$ cat config.mk
export PLATFORM = sky130hd
export DESIGN_NAME = dualreg_front
export DESIGN_NICKNAME = d
export VERILOG_FILES = /design/src/rtl/dualreg_pkg.sv /design/src/rtl/dualreg_param_file.sv /design/src/rtl/dualreg_unlock_det.sv /design/src/rtl/dualreg_mode_reg.sv /design/src/rtl/dualreg_front.sv
export SDC_FILE = /design/constraint.sdc
export NUM_CORES = 1
export LEC_CHECK = 0
export ABC_AREA = 1
export BUFFER_PORTS_ARGS = -buffer_cell sky130_fd_sc_hd__buf_2
export CORE_ASPECT_RATIO = 2
export CORE_MARGIN = 2
export CORE_UTILIZATION = 65
export CTS_CLUSTER_DIAMETER = 50
export DETAILED_ROUTE_END_ITERATION = 8
export PLACE_DENSITY = 0.86
export SYNTH_ARGS = -nofsm -noshare
export SYNTH_HDL_FRONTEND = slang
export SYNTH_SLANG_ARGS = --single-unit
$ cat constraint.sdc
create_clock -name clk -period 5.64 [get_ports clk]
set_clock_uncertainty 0.1 [all_clocks]
set_input_delay 0.846 -clock clk [delete_from_list [all_inputs] [get_ports clk]]
set_output_delay 0.846 -clock clk [all_outputs]
set_load 0.02 [all_outputs]
$ cat src/rtl/dualreg_pkg.sv
package dualreg_pkg;
  localparam int DEC_W = 3;

  typedef enum logic [DEC_W-1:0] {
    OFS_PARAM = 3'd3,
    OFS_PHASE = 3'd4,
    OFS_SETUP = 3'd5,
    OFS_MCLR  = 3'd6,
    OFS_MSET  = 3'd7
  } ofs_e;

  localparam int MODE_PERS_BIT = 6;
  localparam int MODE_HEAD_BIT = 5;
  localparam int UNLOCK_DBIT   = 6;
endpackage

$ cat src/rtl/dualreg_param_file.sv
module dualreg_param_file #(
  parameter int DW     = 8,
  parameter int PDEPTH = 16,
  localparam int IDX_W = $clog2(PDEPTH)
) (
  input  logic          clk,
  input  logic          rst_n,
  input  logic          rd_step,
  input  logic          wr_step,
  input  logic          idx_clr,
  input  logic [DW-1:0] wdata,
  output logic [DW-1:0] rdata
);
  logic [IDX_W-1:0] idx_q;
  logic [DW-1:0]    ent_q [PDEPTH];

  always_ff @(posedge clk or negedge rst_n) begin
    if (!rst_n) idx_q <= '0;
    else if (idx_clr) idx_q <= '0;
    else if (rd_step || wr_step) idx_q <= idx_q + 1'b1;
  end

  for (genvar g = 0; g < PDEPTH; g++) begin : g_ent
    always_ff @(posedge clk or negedge rst_n) begin
      if (!rst_n) ent_q[g] <= '0;
      else if (wr_step && (idx_q == IDX_W'(g))) ent_q[g] <= wdata;
    end
  end

  assign rdata = ent_q[idx_q];
endmodule

$ cat src/rtl/dualreg_unlock_det.sv
module dualreg_unlock_det #(
  parameter int          AW      = 4,
  parameter int          DW      = 8,
  parameter logic [AW-1:0] KEY_ADDR = '1,
  parameter int          KEY_BIT = 6,
  parameter int          KEY_LEN = 4,
  parameter logic [KEY_LEN-1:0] KEY_PAT = 4'b1011,
  localparam int         CW      = $clog2(KEY_LEN)
) (
  input  logic          clk,
  input  logic          rst_n,
  input  logic          in_legacy,
  input  logic          leg_acc,
  input  logic          wr,
  input  logic [AW-1:0] addr,
  input  logic [DW-1:0] wdata,
  output logic          hit
);
  logic [CW-1:0] cnt_q;
  logic          want;
  logic          adv;

  always_comb begin
    want = KEY_PAT[KEY_LEN-1-int'(cnt_q)];
    adv  = leg_acc && wr && (addr == KEY_ADDR) && (wdata[KEY_BIT] == want);
    hit  = adv && (cnt_q == CW'(KEY_LEN-1));
  end

  always_ff @(posedge clk or negedge rst_n) begin
    if (!rst_n) cnt_q <= '0;
    else if (!in_legacy) cnt_q <= '0;
    else if (leg_acc) begin
      if (adv && !hit) cnt_q <= cnt_q + 1'b1;
      else cnt_q <= '0;
    end
  end
endmodule

$ cat src/rtl/dualreg_mode_reg.sv
module dualreg_mode_reg #(
  parameter int DW       = 8,
  parameter int PERS_BIT = 6
) (
  input  logic          clk,
  input  logic          rst_n,
  input  logic          clr_en,
  input  logic          set_en,
  input  logic          unlock,
  input  logic [DW-1:0] wdata,
  output logic [DW-1:0] mode
);
  logic [DW-1:0] clr_m, set_m;

  always_comb begin
    clr_m = clr_en ? wdata : '0;
    set_m = set_en ? wdata : '0;
    if (unlock) set_m[PERS_BIT] = 1'b1;
  end

  always_ff @(posedge clk or negedge rst_n) begin
    if (!rst_n) mode <= '0;
    else if (clr_en || set_en || unlock) mode <= (mode & ~clr_m) | set_m;
  end
endmodule

$ cat src/rtl/dualreg_front.sv
module dualreg_front
  import dualreg_pkg::*;
#(
  parameter int DW     = 8,
  parameter int AW     = 4,
  parameter int PDEPTH = 16,
  parameter logic [AW-1:0] UNLOCK_ADDR = 4'hF
) (
  input  logic          clk,
  input  logic          rst_n,
  input  logic          bus_en,
  input  logic          bus_wr,
  input  logic [AW-1:0] bus_addr,
  input  logic [DW-1:0] bus_wdata,
  output logic [DW-1:0] bus_rdata,
  output logic          leg_en,
  output logic          leg_wr,
  output logic [AW-1:0] leg_addr,
  output logic [DW-1:0] leg_wdata,
  input  logic [DW-1:0] leg_rdata,
  output logic [DW-1:0] phase_o,
  output logic [DW-1:0] setup_o,
  output logic [DW-1:0] mode_o,
  output logic          head_sel_o
);
  logic          pers_new;
  logic          new_acc, new_rd, new_wr;
  ofs_e          ofs;
  logic [DW-1:0] prm_rdata;
  logic          unlock_hit;
  logic [DW-1:0] phase_q, setup_q;

  assign pers_new  = mode_o[MODE_PERS_BIT];
  assign new_acc   = bus_en && pers_new;
  assign new_rd    = new_acc && !bus_wr;
  assign new_wr    = new_acc && bus_wr;
  assign ofs       = ofs_e'(bus_addr[DEC_W-1:0]);

  assign leg_en    = bus_en && !pers_new;
  assign leg_wr    = bus_wr;
  assign leg_addr  = bus_addr;
  assign leg_wdata = bus_wdata;

  dualreg_param_file #(.DW(DW), .PDEPTH(PDEPTH)) u_prm (
    .clk     (clk),
    .rst_n   (rst_n),
    .rd_step (new_rd && ofs == OFS_PARAM),
    .wr_step (new_wr && ofs == OFS_PARAM),
    .idx_clr (new_wr && ofs == OFS_MCLR),
    .wdata   (bus_wdata),
    .rdata   (prm_rdata)
  );

  dualreg_unlock_det #(
    .AW(AW), .DW(DW), .KEY_ADDR(UNLOCK_ADDR), .KEY_BIT(UNLOCK_DBIT)
  ) u_unl (
    .clk       (clk),
    .rst_n     (rst_n),
    .in_legacy (!pers_new),
    .leg_acc   (leg_en),
    .wr        (bus_wr),
    .addr      (bus_addr),
    .wdata     (bus_wdata),
    .hit       (unlock_hit)
  );

  dualreg_mode_reg #(.DW(DW), .PERS_BIT(MODE_PERS_BIT)) u_mode (
    .clk    (clk),
    .rst_n  (rst_n),
    .clr_en (new_wr && ofs == OFS_MCLR),
    .set_en (new_wr && ofs == OFS_MSET),
    .unlock (unlock_hit),
    .wdata  (bus_wdata),
    .mode   (mode_o)
  );

  always_ff @(posedge clk or negedge rst_n) begin
    if (!rst_n) begin
      phase_q <= '0;
      setup_q <= '0;
    end else if (new_wr) begin
      if (ofs == OFS_PHASE) phase_q <= bus_wdata;
      if (ofs == OFS_SETUP) setup_q <= bus_wdata;
    end
  end

  always_comb begin
    if (!pers_new) bus_rdata = leg_rdata;
    else begin
      case (ofs)
        OFS_PARAM: bus_rdata = prm_rdata;
        OFS_PHASE: bus_rdata = phase_q;
        OFS_SETUP: bus_rdata = setup_q;
        OFS_MCLR:  bus_rdata = mode_o;
        default:   bus_rdata = '1;
      endcase
    end
  end

  assign phase_o    = phase_q;
  assign setup_o    = setup_q;
  assign head_sel_o = pers_new && mode_o[MODE_HEAD_BIT];
endmodule

Yosys cells after proc, flatten, opt, wreduce, memory -nomap -nowiden

Cells that the tools add are included.

Add/sub/neg operators: 3
Multiplexer cells: 16
Reduce and logical (&&, ||, !) cells: 41
Shifts and indexed selects: 0
$mul: 0
Bitwise operators: 4
Divide/modulo/power cells: 0
Magnitude comparators: 2
Eq/ne operators: 23

Operators by type and width:

| kind                                                 | number |
|---|---|
| two-way mux 8 bit                                    | 5 |
| == test 4 bit (second input constant)                | 9 |
| binary-select mux 8 bit (select 4 bit)               | 1 |
| < comparator 32 x 4 -> 1 bit (second input constant) | 1 |
| one-hot mux 8 bit (4 select lines)                   | 1 |
| logical AND 1 bit                                    | 30 |
| == test 4 x 3 -> 1 bit (second input constant)       | 4 |
| == test 3 bit (second input constant)                | 4 |
| AND 8 bit                                            | 1 |
| == test 4 x 2 -> 1 bit (second input constant)       | 2 |
| two-way mux 4 bit                                    | 2 |
| NOT 8 bit                                            | 1 |
| OR 8 bit                                             | 1 |
| two-way mux 2 bit                                    | 3 |
| >= comparator 5 bit (second input constant)          | 1 |
| NOT 4 -> 5 bit                                       | 1 |
| adder 4 x 1 -> 4 bit (second input constant)         | 1 |
| == test 4 x 1 -> 1 bit (second input constant)       | 1 |
| zero test 4 bit                                      | 1 |
| AND reduction 2 bit                                  | 2 |
| nonzero test 2 bit                                   | 2 |
| == test 3 x 2 -> 1 bit (second input constant)       | 1 |
| zero test 1 bit                                      | 3 |
| logical OR 1 bit                                     | 3 |
| other kinds (6)                                      | 8 |

ROM bits: 0
Memories kept: 0
RAM bits: 0
Input bits: 24
Output and inout port bits: 47
Latch bits: 0
Register bits after elaboration: 158

Logic depth before layout (Yosys ltp)

Word-level depth: 12
Gate-level depth with buffers: 10
Depth with buffers taken out: 9

By module

A second synthesis with hierarchy kept.

Cell total of the unflattened synthesis: 1171
Area total of the unflattened synthesis: 8456.9 um2

Modules (own cells, without submodules):

| module             | instances | area each (um2) | sequential area each (um2) | cells each |
|---|---|---|---|---|
| dualreg_param_file | 1         | 6706.4          | 3303.2                     | 920 |
| dualreg_front      | 1         | 1247.4          | 400.4                      | 182 |
| dualreg_mode_reg   | 1         | 331.6           | 200.2                      | 42 |
| dualreg_unlock_det | 1         | 171.4           | 50.0                       | 27 |

Worst setup path after synthesis

No wires, ideal clock.

Path type: input to output
Start point: in bus_addr[2]
End point: out bus_rdata[5]
Data arrival time: 1.778 ns
Slack: 2.916 ns
Stages on the path: 8
Cell sequence: inv_1 > nor2_1 > nand2_1 > inv_1 > nand2_1 > nand3_1 > nor2_1 > a21oi_1

Longest elaborated chain between the ends: 3

Ends and longest elaborated chain:

| what                                                    | line                | source |
|---|---|---|
| from (decl)                                             | dualreg_front.sv:13 | `input logic [AW-1:0] bus_addr,` |
| == test 3 bit or == test 3 x 2 -> 1 bit (tied branches) | dualreg_front.sv:90 | `case (ofs)` |
| one-hot mux 8 bit (4 select lines) *                    | dualreg_front.sv:90 |  |
| two-way mux 8 bit *                                     | dualreg_front.sv:88 | `if (!pers_new) bus_rdata = leg_rdata;` |
| to (decl)                                               | dualreg_front.sv:15 | `output logic [DW-1:0] bus_rdata,` |

Every way passes the cells marked *; elsewhere a longest branch is shown, timed or not.

Worst setup path in the final report

Start point: reg u_prm.idx_q[1]
End point: out bus_rdata[4]

Longest elaborated chain between the ends: 6

Ends and longest elaborated chain:

| what                                                 | line                     | source |
|---|---|---|
| from (decl)                                          | dualreg_param_file.sv:14 | `logic [IDX_W-1:0] idx_q;` |
| from (signal assigned)                               | dualreg_param_file.sv:20 | `else if (rd_step \|\| wr_step) idx_q <= idx_q + 1'b1;` |
| NOT 4 -> 5 bit (not written as such)                 | dualreg_param_file.sv:30 | `assign rdata = ent_q[idx_q];` |
| binary-select mux 8 bit (select 4 bit)               | dualreg_param_file.sv:30 |  |
| two-way mux 8 bit (not written as such) (2 in a row) | dualreg_param_file.sv:30 |  |
| one-hot mux 8 bit (4 select lines)                   | dualreg_front.sv:90      |  |
| two-way mux 8 bit                                    | dualreg_front.sv:88      |  |

No other way between the ends. The select of a mux whose other input is x is not followed.

==> Implementation_results.wiki <==
{| class="wikitable"
! Metric !! Value
|-
| Final setup viols || 0
|-
| Highest clock rate || 217 MHz
|-
| Worst path buffer plus inverter count || 3
|-
| Clock Tree Root || sky130_fd_sc_hd__clkbuf_16
|-
| Post-DR wirelength/cell || 17.4 µm
|-
| CP arrival || 3.66 ns
|-
| Total number of placement rows || 58
|-
| Later-pin clock latency in the skew report || 0.43 ns
|-
| CTS Buf Count || 17
|-
| Worst stage delay on the critical path || 1.01 ns
|-
| Highest-count cells in the layout ignoring fill and taps || sky130_fd_sc_hd__nand2_1 (405), sky130_fd_sc_hd__dfrtp_1 (157), sky130_fd_sc_hd__inv_1 (134)
|-
| Worst setup margin || 1.03 ns
|-
| Worst slew margin relative to its limit || 19.0%
|-
| Count of input and output buffers || 70
|-
| P&R area growth vs syn || 8.58%
|-
| Combined global-route utilization of all metal layers || 33.3%
|-
| Switching power || 0.608 mW
|-
| Vias after detailed routing || 7254
|-
| Crit-path cells || buf_4 -> clkinv_1 -> nand3_1 -> nand2_1 -> nand2_1 -> nand2_1 -> o21ai_0 -> a21oi_1 -> buf_2
|-
| Number of slew-limit violations in the final report || 0
|-
| Final Net Count || 1128
|-
| Max-cap violations || 0
|-
| Count of routing violations after the opening detailed-route iteration || 914
|-
| Clock sink count || 158
|-
| Maximum number of pins on one net before global-route repair || 108
|-
| Number of levels in the clock H-tree || 4
|-
| Post-detailed-placement half-perimeter wirelength || 14000 µm
|-
| Power per unit of standard cell area || 273 nW/µm²
|-
| Number of placed I/O pins || 71
|-
| Netlist area before placement || 8230 µm²
|-
| Fraction of final layout cells with drive strength greater than 1 || 12.5%
|-
| Initial antenna violation count || 0
|-
| Global-route wire length before repair || 35500 µm
|-
| Routability congestion estimate || 0.930
|-
| Setup total negative slack || 0 ns
|-
| Worst IR drop on VDD || 251 µV
|-
| Part of the total power dissipated in sequential elements || 46.7%
|-
| Synthesized netlist net count || 1109
|-
| Status || finished clean
|-
| Share of the cycle needed by the critical path after routing || 81.7%
|-
| Peak fanout along the critical path || 36
|-
| Count of distinct cell types in the synthesized netlist || 25
|-
| Portion of total power attributed to the clock network || 48.5%
|-
| TritonCTS clock tree || built
|-
| Worst path most repeated cell || sky130_fd_sc_hd__nand2_1
|-
| Cells resized by post-CTS repair || 0
|-
| Clock transition at the registers of the reported paths || 0.07 ns
|-
| Synth warnings || 0
|-
| Final Hold Vio Count || 0
|-
| Core Region || 12500 µm²
|-
| Classification of the worst setup path || flip-flop to primary output
|-
| Leakage || 4.50 nW
|-
| Total power consumption of the routed design || 2.44 mW
|-
| Average footprint of a synthesized cell || 7.62 µm²
|-
| Post-DRT Antenna Nets || 0
|-
| Initial Util || 65.9%
|-
| Total of flip-flops plus latches after synthesis || 158
|-
| Switching share of total power || 25.0%
|-
| Gr ovfl total || 0
|-
| Unrepaired setup endpoints after global routing || false
|-
| Internal || 1.83 mW
|-
| Comb pwr share || 4.8%
|-
| Post-CTS Setup Inserts || 0
|-
| Required time of the worst setup path || 4.69 ns
|-
| Largest buffer count on any clock path || 2
|-
| Hold crit path type || flip-flop to flip-flop
|-
| Portion of the post-synthesis area used by sequential elements || 48.1%
|-
| Number of global-route vias before repair || 7105
|-
| Die outline width || 83.6 µm
|-
| Iteration count of the initial detailed-routing pass || 6
|-
| Filler Cells Inserted || 973
|-
| Most common library cell in the layout ignoring fill and taps || sky130_fd_sc_hd__nand2_1
|-
| Full die area || 13600 µm²
|-
| Pin slew with the least headroom to its limit || 1.22 ns
|-
| Post-cts hold buffer count || 0
|-
| Min cycle time layout || 4.61 ns
|-
| Vias per cell || 5.75
|-
| Wirelength, routed || 22000 µm
|-
| Chip height || 163 µm
|-
| Setup crit start kind || flip-flop
|-
| Antenna diode count || 0
|-
| Critical-path top delay cell || sky130_fd_sc_hd__clkinv_1
|-
| Setup slack after placement || 1.85 ns
|-
| Instance count of the mapped netlist || 1079
|-
| Number of remaining DRC errors || 0
|-
| Delay-heaviest family, CP || buffers and inverters
|-
| Type of element capturing the critical path || primary output
|}
[path summary, 6_finish.rpt]
| check | from | endpoint | slack, ns | cells after the start |
|---|---|---|---|---|
| worst min-delay path | u_prm.ent_q[43]$_DFFE_PN0P_ | u_prm.ent_q[43]$_DFFE_PN0P_ | 0.39 | 2 |
| min in group asynchronous | rst_n | u_prm.ent_q[58]$_DFFE_PN0P_ | 0.40 | 1 |
| worst max-delay path | u_prm.idx_q[1]$_DFFE_PN0P_ | bus_rdata[4] | 1.03 | 9 |
| max in group asynchronous | rst_n | u_prm.ent_q[105]$_DFFE_PN0P_ | 3.83 | 2 |
| worst min register to register | u_prm.ent_q[43]$_DFFE_PN0P_ | u_prm.ent_q[43]$_DFFE_PN0P_ | 0.39 | 2 |
| worst max register to register | u_prm.idx_q[1]$_DFFE_PN0P_ | u_prm.ent_q[59]$_DFFE_PN0P_ | 2.15 | 5 |
[kinds of logic after synthesis]
kind of cell | after synthesis | share of synthesized area, %
flops | 158 | 48.1
xor+xnor | 1 | 0.106
compound gates | 186 | 12.1
simple gates | 517 | 26.9
buf+inv | 211 | 11.9
fa+ha+maj | 6 | 0.913
[power by group through the flow]
stage / clock network (mW) / registers [mW] / logic [mW]
final: 1.18 / 1.14 / 0.118
after global routing: 1.23 / 1.14 / 0.129
after CTS: 1.18 / 1.14 / 0.118
after detailed placement: 0 / 1.16 / 0.117
after global placement: 0 / 1.16 / 0.116
after floorplan: 0 / 1.16 / 0.0607
[routing by layer]
layer	wire [µm]	track usage, %
met5	0	0
met4	1340	19.8
met3	1150	4.75
met2	11700	60.0
met1	7830	37.0
[worst reg2reg max path: cells and delay by family (launching register included)]
kind | cells | cell delay, ns
buffers and inverters | 2 | 1.41
AND/OR/NAND/NOR | 1 | 0.52
flip-flops | 1 | 0.36
adder cells (fa/ha/maj) | 1 | 0.75
AO/OA/AOI/OAI | 1 | 0.18
[Yosys cell counts (all sizes together)]
library cell,instances,area [µm²]
a211oi,1,7.51
a21oi,12,60.1
buf,39,337
clkbuf,35,131
clkinv,2,7.51
dfrtp,158,3950
ha,6,75.1
inv,135,507
nand2,406,1530
nand3,85,563
nand4,1,6.26
nor2,22,97.6
nor3,3,20.0
o21ai,173,926
xnor2,1,8.76
[registers in the layout, indices dropped and copies added (netlist names)]
name         flops
setup_o          8
u_mode.mode      8
u_prm.idx_q      4
u_prm.ent_q    128
phase_o          8
u_unl.cnt_q      2
[stage by stage]
stage,hold WS (ns),area [µm²],std cells,utilization [%]
3_5_place_dp,0.368,8330,1229,66.8
5_1_grt,0.402,8930,1261,71.6
4_1_cts,0.385,8930,1261,71.6
6_report,0.385,8930,1261,71.6
2_1_floorplan,0.353,8230,1079,-
3_3_place_gp,0.364,8330,1229,66.8
[cell type report]
| cell class | instances | area, µm² | area share, % |
|---|---|---|---|
| Sequential cell | 158 | 3960 | 44.3 |
| Multi-Input combinational cell | 710 | 3290 | 36.8 |
| Inverter | 137 | 514 | 5.76 |
| Clock buffer | 17 | 425 | 4.76 |
| Timing Repair Buffer | 74 | 387 | 4.33 |
| Tap cell | 150 | 188 | 2.10 |
| Clock inverter | 15 | 173 | 1.93 |
No activity file was read; power rests on OpenSTA's default activity.
